--- src/rtl/nru_pkg.sv ---
package nru_pkg;

    typedef enum logic [1:0] {
        CLS_COLD_CLEAN = 2'd0,
        CLS_COLD_DIRTY = 2'd1,
        CLS_HOT_CLEAN  = 2'd2,
        CLS_HOT_DIRTY  = 2'd3
    } nru_cls_e;

    localparam int unsigned NUM_CLASSES = 4;
    localparam int unsigned RNG_W       = 16;
    localparam logic [RNG_W-1:0] RNG_SEED = 16'hACE1;

    function automatic logic [RNG_W-1:0] rng_step(input logic [RNG_W-1:0] s);
        return {s[RNG_W-2:0], s[15] ^ s[13] ^ s[12] ^ s[10]};
    endfunction

    function automatic nru_cls_e cls_of(input logic hot, input logic dirty);
        return nru_cls_e'({hot, dirty});
    endfunction

endpackage

--- src/rtl/nru_rng.sv ---
module nru_rng
    import nru_pkg::*;
#(
    parameter int unsigned OUT_W = 4
) (
    input  logic             clk,
    input  logic             rst_n,
    input  logic             adv,
    output logic [OUT_W-1:0] start_idx
);

    typedef struct packed {
        logic [RNG_W-1:0] word;
    } rng_state_t;

    rng_state_t st_d, st_q;

    always_comb begin
        st_d = st_q;
        if (adv) begin
            st_d.word = rng_step(st_q.word);
        end
    end

    always_ff @(posedge clk or negedge rst_n) begin
        if (!rst_n) begin
            st_q.word <= RNG_SEED;
        end else begin
            st_q <= st_d;
        end
    end

    assign start_idx = st_q.word[OUT_W-1:0];

endmodule

--- src/rtl/nru_class_sort.sv ---
module nru_class_sort
    import nru_pkg::*;
#(
    parameter int unsigned NUM_FRAMES = 16
) (
    input  logic [NUM_FRAMES-1:0] hot_bits,
    input  logic [NUM_FRAMES-1:0] dirty_bits,
    output logic [NUM_FRAMES-1:0] pick_mask
);

    logic [NUM_CLASSES-1:0][NUM_FRAMES-1:0] cls_mask;

    for (genvar g = 0; g < NUM_FRAMES; g++) begin : g_frame
        nru_cls_e frame_cls;
        assign frame_cls = cls_of(hot_bits[g], dirty_bits[g]);
        for (genvar c = 0; c < NUM_CLASSES; c++) begin : g_cls
            assign cls_mask[c][g] = (frame_cls == nru_cls_e'(c));
        end
    end

    always_comb begin
        pick_mask = cls_mask[NUM_CLASSES-1];
        for (int c = NUM_CLASSES - 2; c >= 0; c--) begin
            if (|cls_mask[c]) begin
                pick_mask = cls_mask[c];
            end
        end
    end

endmodule

--- src/rtl/nru_rot_pick.sv ---
module nru_rot_pick #(
    parameter int unsigned NUM_FRAMES = 16,
    parameter int unsigned IDX_W      = 4
) (
    input  logic [NUM_FRAMES-1:0] cand_mask,
    input  logic [IDX_W-1:0]      start_idx,
    output logic [IDX_W-1:0]      pick_idx
);

    logic [NUM_FRAMES-1:0] rot_mask;

    always_comb begin
        for (int k = 0; k < NUM_FRAMES; k++) begin
            rot_mask[k] = cand_mask[(int'(start_idx) + k) % NUM_FRAMES];
        end
    end

    always_comb begin
        pick_idx = start_idx;
        for (int k = NUM_FRAMES - 1; k >= 0; k--) begin
            if (rot_mask[k]) begin
                pick_idx = IDX_W'((int'(start_idx) + k) % NUM_FRAMES);
            end
        end
    end

endmodule

--- src/rtl/nru_victim_sel.sv ---
module nru_victim_sel
    import nru_pkg::*;
#(
    parameter int unsigned NUM_FRAMES = 16,
    parameter int unsigned IDX_W      = $clog2(NUM_FRAMES)
) (
    input  logic             clk,
    input  logic             rst_n,
    input  logic             acc_vld,
    input  logic [IDX_W-1:0] acc_idx,
    input  logic             acc_wr,
    input  logic             clr_tick,
    input  logic             fill_vld,
    input  logic [IDX_W-1:0] fill_idx,
    input  logic             vic_req,
    output logic             vic_vld,
    output logic [IDX_W-1:0] vic_idx,
    output logic             vic_dirty
);

    typedef struct packed {
        logic [NUM_FRAMES-1:0] hot;
        logic [NUM_FRAMES-1:0] dirty;
        logic                  out_vld;
        logic [IDX_W-1:0]      out_idx;
        logic                  out_dirty;
    } sel_state_t;

    sel_state_t st_d, st_q;

    logic [IDX_W-1:0]      start_idx;
    logic [NUM_FRAMES-1:0] cand_mask;
    logic [IDX_W-1:0]      pick_idx;
    logic [NUM_FRAMES-1:0] hot_bits;
    logic [NUM_FRAMES-1:0] dirty_bits;

    assign hot_bits   = st_q.hot;
    assign dirty_bits = st_q.dirty;

    nru_rng #(
        .OUT_W (IDX_W)
    ) u_rng (
        .clk       (clk),
        .rst_n     (rst_n),
        .adv       (vic_req),
        .start_idx (start_idx)
    );

    nru_class_sort #(
        .NUM_FRAMES (NUM_FRAMES)
    ) u_sort (
        .hot_bits   (hot_bits),
        .dirty_bits (dirty_bits),
        .pick_mask  (cand_mask)
    );

    nru_rot_pick #(
        .NUM_FRAMES (NUM_FRAMES),
        .IDX_W      (IDX_W)
    ) u_pick (
        .cand_mask (cand_mask),
        .start_idx (start_idx),
        .pick_idx  (pick_idx)
    );

    always_comb begin
        st_d         = st_q;
        st_d.out_vld = vic_req;
        if (vic_req) begin
            st_d.out_idx   = pick_idx;
            st_d.out_dirty = st_q.dirty[pick_idx];
        end
        // aging first, so a same-cycle access or refill overrides it
        if (clr_tick) begin
            st_d.hot = '0;
        end
        if (acc_vld) begin
            st_d.hot[acc_idx] = 1'b1;
            if (acc_wr) begin
                st_d.dirty[acc_idx] = 1'b1;
            end
        end
        // a refill installs a clean page and wins over any access
        if (fill_vld) begin
            st_d.hot[fill_idx]   = 1'b1;
            st_d.dirty[fill_idx] = 1'b0;
        end
    end

    always_ff @(posedge clk or negedge rst_n) begin
        if (!rst_n) begin
            st_q <= '0;
        end else begin
            st_q <= st_d;
        end
    end

    assign vic_vld   = st_q.out_vld;
    assign vic_idx   = st_q.out_idx;
    assign vic_dirty = st_q.out_dirty;

endmodule

--- config.mk ---
export PLATFORM = sky130hd
export DESIGN_NAME = nru_victim_sel
export DESIGN_NICKNAME = d
export VERILOG_FILES = /design/src/rtl/nru_pkg.sv /design/src/rtl/nru_rng.sv /design/src/rtl/nru_class_sort.sv /design/src/rtl/nru_rot_pick.sv /design/src/rtl/nru_victim_sel.sv
export SDC_FILE = /design/constraint.sdc
export NUM_CORES = 1
export LEC_CHECK = 0
export BUFFER_PORTS_ARGS = -buffer_cell sky130_fd_sc_hd__buf_4
export CAP_MARGIN = 20
export CORE_MARGIN = 4
export CORE_UTILIZATION = 30
export CTS_CLUSTER_DIAMETER = 120
export DETAILED_ROUTE_END_ITERATION = 10
export PLACE_DENSITY = 0.46
export SKIP_CTS_REPAIR_TIMING = 1
export SLEW_MARGIN = 40
export SYNTH_ARGS = -nofsm -noshare
export SYNTH_HDL_FRONTEND = slang
export SYNTH_SLANG_ARGS = --single-unit
--- constraint.sdc ---
create_clock -name clk -period 6.4 [get_ports clk]
set_clock_uncertainty 0.2 [all_clocks]
set_input_delay 0.96 -clock clk [delete_from_list [all_inputs] [get_ports clk]]
set_output_delay 0.96 -clock clk [all_outputs]
set_load 0.03 [all_outputs]
**Word level (Yosys, flattened, before mapping)**

Index checks and enable logic that the tools add are counted.

- $add $sub $neg: 15
- $lt $le $gt $ge: 21
- Equal/unequal tests: 48
- Multiplexer cells: 61
- Bitwise gates (word level): 8
- Reductions and logical operators: 21

Operators with widths:

| cell | count |
|---|---|
| $lt 4x5->1 const B | 19 |
| $mux 16 | 5 |
| $bmux 1 s4 | 17 |
| $eq 2x2->1 const B | 32 |
| $mux 32 | 2 |
| $mux 4 | 16 |
| $or 16x16->16 | 3 |
| $reduce_or 16->1 | 3 |
| $add 4x4->4 const B | 8 |
| $eq 2x1->1 const B | 16 |
| $logic_not 2->1 | 16 |
| $mux 1 | 19 |
| $add 4x3->4 const B | 4 |
| $and 16x16->16 | 1 |
| $not 16->16 | 1 |
| $add 4x2->4 const B | 2 |
| $demux 1 s4 | 2 |
| $ge 4x1->1 const B | 2 |
| $add 4x1->4 const B | 1 |
| $xor 1x1->1 | 3 |
| $logic_and 1x1->1 | 2 |

- Register bits: 54
- Output and inout port bits: 6

**Depth between registers and ports, before layout**

Gate-level depths: netlist of run 1.

- Depth after elaboration: 25
- Depth in mapped cells: 21
- Mapped depth without buffers: 16

**By module**

From an unflattened synthesis of run 1, not the netlist that was laid out.

- Cells, all modules: 566
- Area total of the unflattened synthesis: 5,430.2 um^2

Modules (own cells, without submodules):

| module | instances | cells each | area each (um^2) |
|---|---|---|---|
| nru_rot_pick | 1 | 261 | 2,353.5 |
| nru_victim_sel | 1 | 172 | 1,778.0 |
| nru_rng | 1 | 42 | 705.7 |
| nru_class_sort | 1 | 91 | 593.1 |

**Least setup slack after synthesis of run 1**

OpenSTA, ideal clock, no wires.

- Path type: register to register
- Start: register u_rng.st_q[1] (netlist bit)
- End: register st_q, in the netlist vic_dirty
- Arrival time: 4.507 ns
- Data required time: 6.074 ns
- Setup slack: 1.567 ns
- Cell stages (with the launch flop): 20
- Buffers on the path: 3
- Period minus slack after synthesis: 4.833 ns
- Cell sequence: dfrtp_1 -> inv_2 -> clkbuf_1 -> ha_1 -> clkbuf_1 -> inv_1 -> clkbuf_1 -> nor2_1 -> o221ai_1 -> nand4_1 -> mux2_2 -> o211a_2 -> or3_1 -> o31a_1 -> a31oi_1 -> a21oi_2 -> mux2i_1 -> mux2_4 -> a31oi_1 -> o21ai_1

- Word-level cells in the longest chain between the ends: 21
- Elaborated cells between the ends (all ways): 65

RTL lines:

| item | RTL line | source |
|---|---|---|
| start, declared | nru_rng.sv:16 | `rng_state_t st_d, st_q;` |
| start signal, assigned | nru_rng.sv:29 | `st_q <= st_d;` |
| $add 4x4->4 | nru_rot_pick.sv:14, nru_rot_pick.sv:22 |  |
| $bmux 1 s4 | nru_rot_pick.sv:14 | `rot_mask[k] = cand_mask[(int'(start_idx) + k) % NUM_FRAMES];` |
| $mux 1 (implied by the code) | nru_rot_pick.sv:14 |  |
| $mux 4 (15 in a row) | nru_rot_pick.sv:21 | `if (rot_mask[k]) begin` |
| $mux 4 * | nru_rot_pick.sv:21 |  |
| $bmux 1 s4 * | nru_victim_sel.sv:71 | `st_d.out_dirty = st_q.dirty[pick_idx];` |
| $mux 1 (implied by the code) * | nru_victim_sel.sv:71 |  |
| end signal, assigned | nru_victim_sel.sv:94 | `st_q <= st_d;` |
| end, declared | nru_victim_sel.sv:29 | `sel_state_t st_d, st_q;` |

Mark *: on every way between the ends. The rest lies on a longest branch, timed or not. The select of a mux whose other input is x is not followed.
A chain may end at the register's enable or synchronous reset.

**Worst setup path after layout of run 1**

- Start: register st_q, in the netlist dirty_bits[1]
- End: register st_q, in the netlist vic_dirty

- Word-level cells in the longest chain between the ends: 25
- Elaborated cells between the ends (all ways): 60

RTL lines:

| item | RTL line | source |
|---|---|---|
| $eq 2x2->1 | nru_class_sort.sv:17 | `assign cls_mask[c][g] = (frame_cls == nru_cls_e'(c));` |
| $reduce_or 16->1 | nru_class_sort.sv:24 | `if (\|cls_mask[c]) begin` |
| $mux 16 (3 in a row) | nru_class_sort.sv:24 |  |
| $bmux 1 s4 | nru_rot_pick.sv:14 |  |
| $mux 1 (implied by the code) | nru_rot_pick.sv:14 |  |
| $mux 4 (16 in a row) | nru_rot_pick.sv:21 |  |
| $bmux 1 s4 * | nru_victim_sel.sv:71 |  |
| $mux 1 (implied by the code) * | nru_victim_sel.sv:71 |  |

Marked as above.

==> reports/metrics.yaml, run 1 <==
antenna_found_initial: 0
grt_use_total: 0.187
crit_path_max_fanout: 12
gp_congestion: 0.985
multi_input_area_um2: 4310
via_per_inst: 6.22
die_area_um2: 22200
cp_data_arrival_time_ns: 5.50
wl_per_cell_um: 22.0
synth-async-reset-ratio: 1.00
fillers: 2057
drtPass1Iterations: 5
instances_no_fill: 953
fp.coreArea_um2: 19500
clk_pin_slew_ns: 0.07
critical_path_class: "flip-flop to flip-flop"
final_util: 0.332
yosysWarnings: 0
drc: 0
initial_core_util: 0.306
synth_area_leaders: "dfrtp_1 (19%), mux4_2 (6.8%), a21oi_1 (4.1%), nand2_1 (3.8%), a22oi_1 (3.8%)"
dpl.hpwl_um: 15900
setup_ws_ns: 0.889
grt_pass1_wl_um: 32800
overflow: 0
max_cap_viol_count: 0
nNetsFinal: 709
worstPathRequired_ns: 6.39
cp-startpoint: "dirty_bits[1]"
die_h_um: 149
antenna_left: 0
post-place-cells: 945
ios: 21
hp-start: "u_rng.st_q[8]"
pre_cts_slack_ns: 0.981
grt_start_max_net_pins: 55
reg2regPathDepth: 17
clockRootBuffer: "clkbuf_16"
syn_avg_cell_area_um2: 8.59
synth_top_area_share: 0.193
cts.path.max_buffers: 2
status: "finished, final reports clean"
finalSetupViolations: 0
area_delta_synth_final_pct: 8.33
holdWs_ns: 0.306
startpoint_type: "flip-flop"
p_leak_nw: 2.43
io_buffers: 20
report.power.total_mw: 3.84
die_w_um: 149
drt_wl_total_um: 21000
dpl-instance-area_um2: 6320
ff_latch_area_um2: 1360
timing.slew.headroom: 0.459
cts_buffers: 5
syn_area_um2: 5980
final_cell_area_um2: 6470
drv_slew: 0
ys_ff_latch: 54
dr_total_vias: 5932
cts.sinks: 54
synth_edf_count: 0
worst_pin_slew_ns: 0.811
r2r_start: "dirty_bits[1]"
cts_tree: "done"
synth.most_common_cell: "nand2_1"
worst_setup_path_end_kind: "flip-flop"
power_density_nw_per_um2: 593
ys_seq_area_frac: 0.228
grt_pass1_vias: 5574
ys_top_cells_by_count: "nand2_1 (61), a21oi_1 (49), dfrtp_1 (46)"
drt-initial-drc-count: 640
min_period_ns: 5.51
syn_inst: 696
synth_fp_nets: 718
cts_max_level: 2
min_path_cells: 1
vdd_drop_max_uv: 354
fin_crit_sh: 0.861
setup_tns_ns: 0
ys_types: 90
finalHoldViolations: 0
rsz0062_at_grt: "false"
timing.fmax_ghz: 0.181
antenna_cells: 0
synth_top_cell_by_area: "dfrtp_1"
row_count: 51
holdCritPathClass: "flip-flop to flip-flop"
synthFlopType: "dfrtp_1"
drive_above_1_share: 0.177
clkLatencyLatePin_ns: 0.30
-- routing by layer --
metal / vias to the layer above / track usage / wire (µm)
met5: - / 0 / 0
met1: 2935 / 0.250 / 9010
met3: 50 / 0.0194 / 1270
li1: 2670 / - / -
met4: 0 / 0.0764 / 731
met2: 277 / 0.309 / 9970
-- registers in the layout, summed over array words and instances (netlist names) --
name,count
dirty_bits,16
vic_dirty,1
hot_bits,16
vic_vld,1
u_rng.st_q,16
vic_idx,4
-- power by group --
part           leakage [nW]  switching (mW)  internal [mW]  total, mW
Sequential            0.677           0.116          0.442      0.558
Clock                0.0735           0.128          0.157      0.286
Combinational          1.68            1.83           1.16       2.99
-- layout make-up --
| class | count | area share |
|---|---|---|
| clock buffer | 6 | 0.0214 |
| clock inverter | 2 | 0.00251 |
| timing repair buffer | 28 | 0.0325 |
| multi-input combinational | 570 | 0.666 |
| tap | 265 | 0.0512 |
| sequential | 54 | 0.210 |
| inverter | 28 | 0.0162 |
-- final timing paths --
path,to,slack (ns)
min in group asynchronous,u_rng.st_q[8],0.50
min reg2reg,u_rng.st_q[9],0.31
max in group asynchronous,dirty_bits[6],5.04
max reg2reg,vic_dirty,0.89
max,vic_dirty,0.89
min,u_rng.st_q[9],0.31
-- critical path, cell delays in order (launching register included) --
cell and delay (ns):
dfrtp_1 0.57, o22ai_1 0.13, nor2_1 0.15, nand4_1 0.40
buf_4 0.34, nor2_1 0.57, o21ai_0 0.23, mux4_2 0.51
mux2i_1 0.34, mux2i_2 0.24, a2111o_1 0.53, and2_4 0.23
o21ai_4 0.17, xnor2_4 0.18, mux2i_1 0.23, mux2i_1 0.10
mux2i_1 0.20, o21ai_1 0.08
-- kinds of logic (layout without fill, tap and decap cells) --
family          Yosys count  after routing  share of synthesized area
compound gates          279            279                      0.354
simple gates            207            207                      0.179
buf+inv                  72             64                     0.0530
mux                      59             59                      0.142
flops                    54             54                      0.228
xor+xnor                 18             18                     0.0295
fa+ha+maj                 7              7                     0.0147
-- placed cells by master (no fill, tap or decap), drive strengths merged, types with 5 or more instances in the layout --
cell	n
a2111oi	12
a211o	7
a211oi	16
a21boi	5
a21o	14
a21oi	50
a22o	10
a22oi	31
a31oi	8
a32oi	5
and2	20
buf	28
clkbuf	6
dfrtp	46
dfstp	8
ha	7
inv	28
mux2	21
mux2i	20
mux4	18
nand2	63
nand2b	7
nand4	5
nor2	43
nor2b	31
nor3	13
o2111ai	9
o211a	6
o211ai	5
o21ai	42
o22ai	18
xnor2	16
Power figures use the tool's default switching activity.
==> run 2: changes to the inputs <==
Settings changed: ABC_AREA set to 1, BUFFER_PORTS_ARGS -buffer_cell sky130_fd_sc_hd__buf_4 to not set, DONT_BUFFER_PORTS set to 1, PLACE_DENSITY 0.46 to not set.
==> reports/metrics.yaml, run 2 <==
status: "finished, final reports clean"
multi_input_area_um2: 3130
overflow: 0
syn_inst: 860
fp.coreArea_um2: 16500
final_common_cell: "nand2_1"
startpoint_type: "flip-flop"
drtPass1Iterations: 5
cts_max_level: 2
antenna_left: 0
grt_pass1_vias: 4780
dr_total_vias: 5245
cp-startpoint: "u_rng.st_q[0]"
netSwitchingFraction: 0.576
comb_power_share: 0.740
fillers: 1845
syn_area_um2: 5040
wl_met1_um: 7440
setup_ws_ns: 1.51
grt_use_total: 0.165
fin_crit_sh: 0.764
p_leak_nw: 2.78
ys_seq_area_frac: 0.270
worstPathRequired_ns: 6.39
holdCritPathClass: "input port to asynchronous set/reset pin"
row_count: 47
synth-async-reset-ratio: 1.00
drv_slew: 0
drc: 0
cpMostUsedCell: "nand2_1"
r2r_end: "vic_dirty"
holdWs_ns: 0.158
wl_met2_um: 6850
io_buffers: 0
min_period_ns: 4.89
vdd_drop_max_uv: 221
ff_latch_area_um2: 1360
grt_start_max_net_pins: 55
gp_congestion: 0.935
synth_edf_count: 0
pre_cts_slack_ns: 1.56
crit_path_max_fanout: 27
cp_data_arrival_time_ns: 4.88
p_int_mw: 1.40
setup_tns_ns: 0
p_seq_frac: 0.167
antenna_cells: 0
top_layer: "met4"
worst_setup_path_end_kind: "flip-flop"
clockRootBuffer: "clkbuf_16"
dpl.hpwl_um: 12400
final_util: 0.326
synth_fp_nets: 882
initial_core_util: 0.305
cpPeakStageDelay_ns: 0.81
rrSetupSlack_ns: 1.51
nNetsFinal: 865
synth_top_area_share: 0.228
cts.path.max_buffers: 2
r2r_start: "u_rng.st_q[0]"
timing.slew.headroom: 0.499
synthFlopType: "dfrtp_1"
syn_avg_cell_area_um2: 5.86
critical_path_class: "flip-flop to flip-flop"
timing.fmax_ghz: 0.205
drt-initial-drc-count: 513
synth.most_common_cell: "nand2_1"
cts_buffers: 5
clkLatencyLatePin_ns: 0.29
grt_pass1_wl_um: 24800
ys_top_cells_by_count: "nand2_1 (282), nand3_1 (135), inv_1 (95)"
rsz0062_at_grt: "false"
drive_above_1_share: 0.0746
ios: 21
mostFrequentLayoutCells: "nand2_1 (281), nand3_1 (135), inv_1 (95)"
routed-wl-met3_um: 608
cpMaxStageDelayCell: "ha_1"
ys_ff_latch: 54
worst_pin_slew_ns: 0.749
synth_area_leaders: "dfrtp_1 (23%), nand2_1 (21%), nand3_1 (13%), inv_1 (7.1%), a21oi_1 (5.7%)"
finalSetupViolations: 0
yosysWarnings: 0
power_density_nw_per_um2: 613
synth_top_cell_by_area: "dfrtp_1"
via_per_inst: 4.93
wl_per_cell_um: 14.6
die_w_um: 138
die_area_um2: 18900
cts_tree: "done"
die_h_um: 138
clk_pin_slew_ns: 0.07
area_delta_synth_final_pct: 6.78
max_cap_viol_count: 0
power.share.clock: 0.093
ys_types: 36
cts.sinks: 54
antenna_found_initial: 0
reg2regPathDepth: 30
finalHoldViolations: 0
p_switching_mw: 1.90
drt_wl_total_um: 15500
-- run 2: changes by cell type in the layout (fill, tap and decap cells not counted), moves of 19 or more --
cell     before  now
a22oi_1      30    0
buf_4        28    2
inv_1        25   95
mux2_2       19    0
mux2i_1      19    0
nand2_1      61  281
nand3_1       2  135
nor2_1       43   64
nor2b_1      31    0
-- run 2: logic make-up (layout without fill, tap and decap cells) --
family / Yosys count / in the layout / share of synthesized area
fa+ha+maj: 7 / 7 / 0.0174
compound gates: 109 / 109 / 0.115
xor+xnor: 8 / 8 / 0.0139
flops: 54 / 54 / 0.270
buf+inv: 142 / 126 / 0.110
simple gates: 540 / 540 / 0.473
-- run 2: area by class of cell --
cell class,count,share of cell area
Inverter,116,0.0809
Clock buffer,5,0.0233
Clock inverter,3,0.00814
Sequential cell,54,0.253
Multi-Input combinational cell,664,0.581
Timing Repair Buffer,2,0.00279
Tap cell,220,0.0512
-- run 2: worst max-delay path by stage --
stage	end	cells after the start
2_1_floorplan	vic_dirty	33
3_3_place_gp	vic_dirty	30
3_5_place_dp	vic_dirty	30
4_1_cts	vic_dirty	30
5_1_grt	vic_dirty	30
6_report	vic_dirty	30
-- run 2: critical path, delay by kind of cell, from the launching register on --
family	cells	cell delay, ns
simple gates	25	1.99
buf+inv	3	1.13
fa+ha+maj	1	0.81
flops	1	0.52
compound gates	1	0.14
-- run 2: metal layers --
metal  vias up  GRT usage
li1       2743          -
met3        33     0.0197
met2       158      0.252
met4         0     0.0671
met1      2311      0.235
met5         -          0
-- run 2: through the flow --
step | cell area, µm² | instances | power (mW)
after detailed placement | 5210 | 1056 | 2.98
final | 5380 | 1064 | 3.30
after global placement | 5210 | 1056 | 2.99
after global routing | 5380 | 1064 | 3.68
after floorplan | 5040 | 860 | 2.45
after CTS | 5380 | 1064 | 3.29
-- run 2: power by group through the flow --
stage / Clock (mW) / Combinational, mW / Sequential [mW]
after floorplan: 0 / 1.94 / 0.504
after global placement: 0 / 2.43 / 0.559
after detailed placement: 0 / 2.42 / 0.558
after CTS: 0.316 / 2.43 / 0.551
after global routing: 0.330 / 2.78 / 0.561
final: 0.307 / 2.44 / 0.552
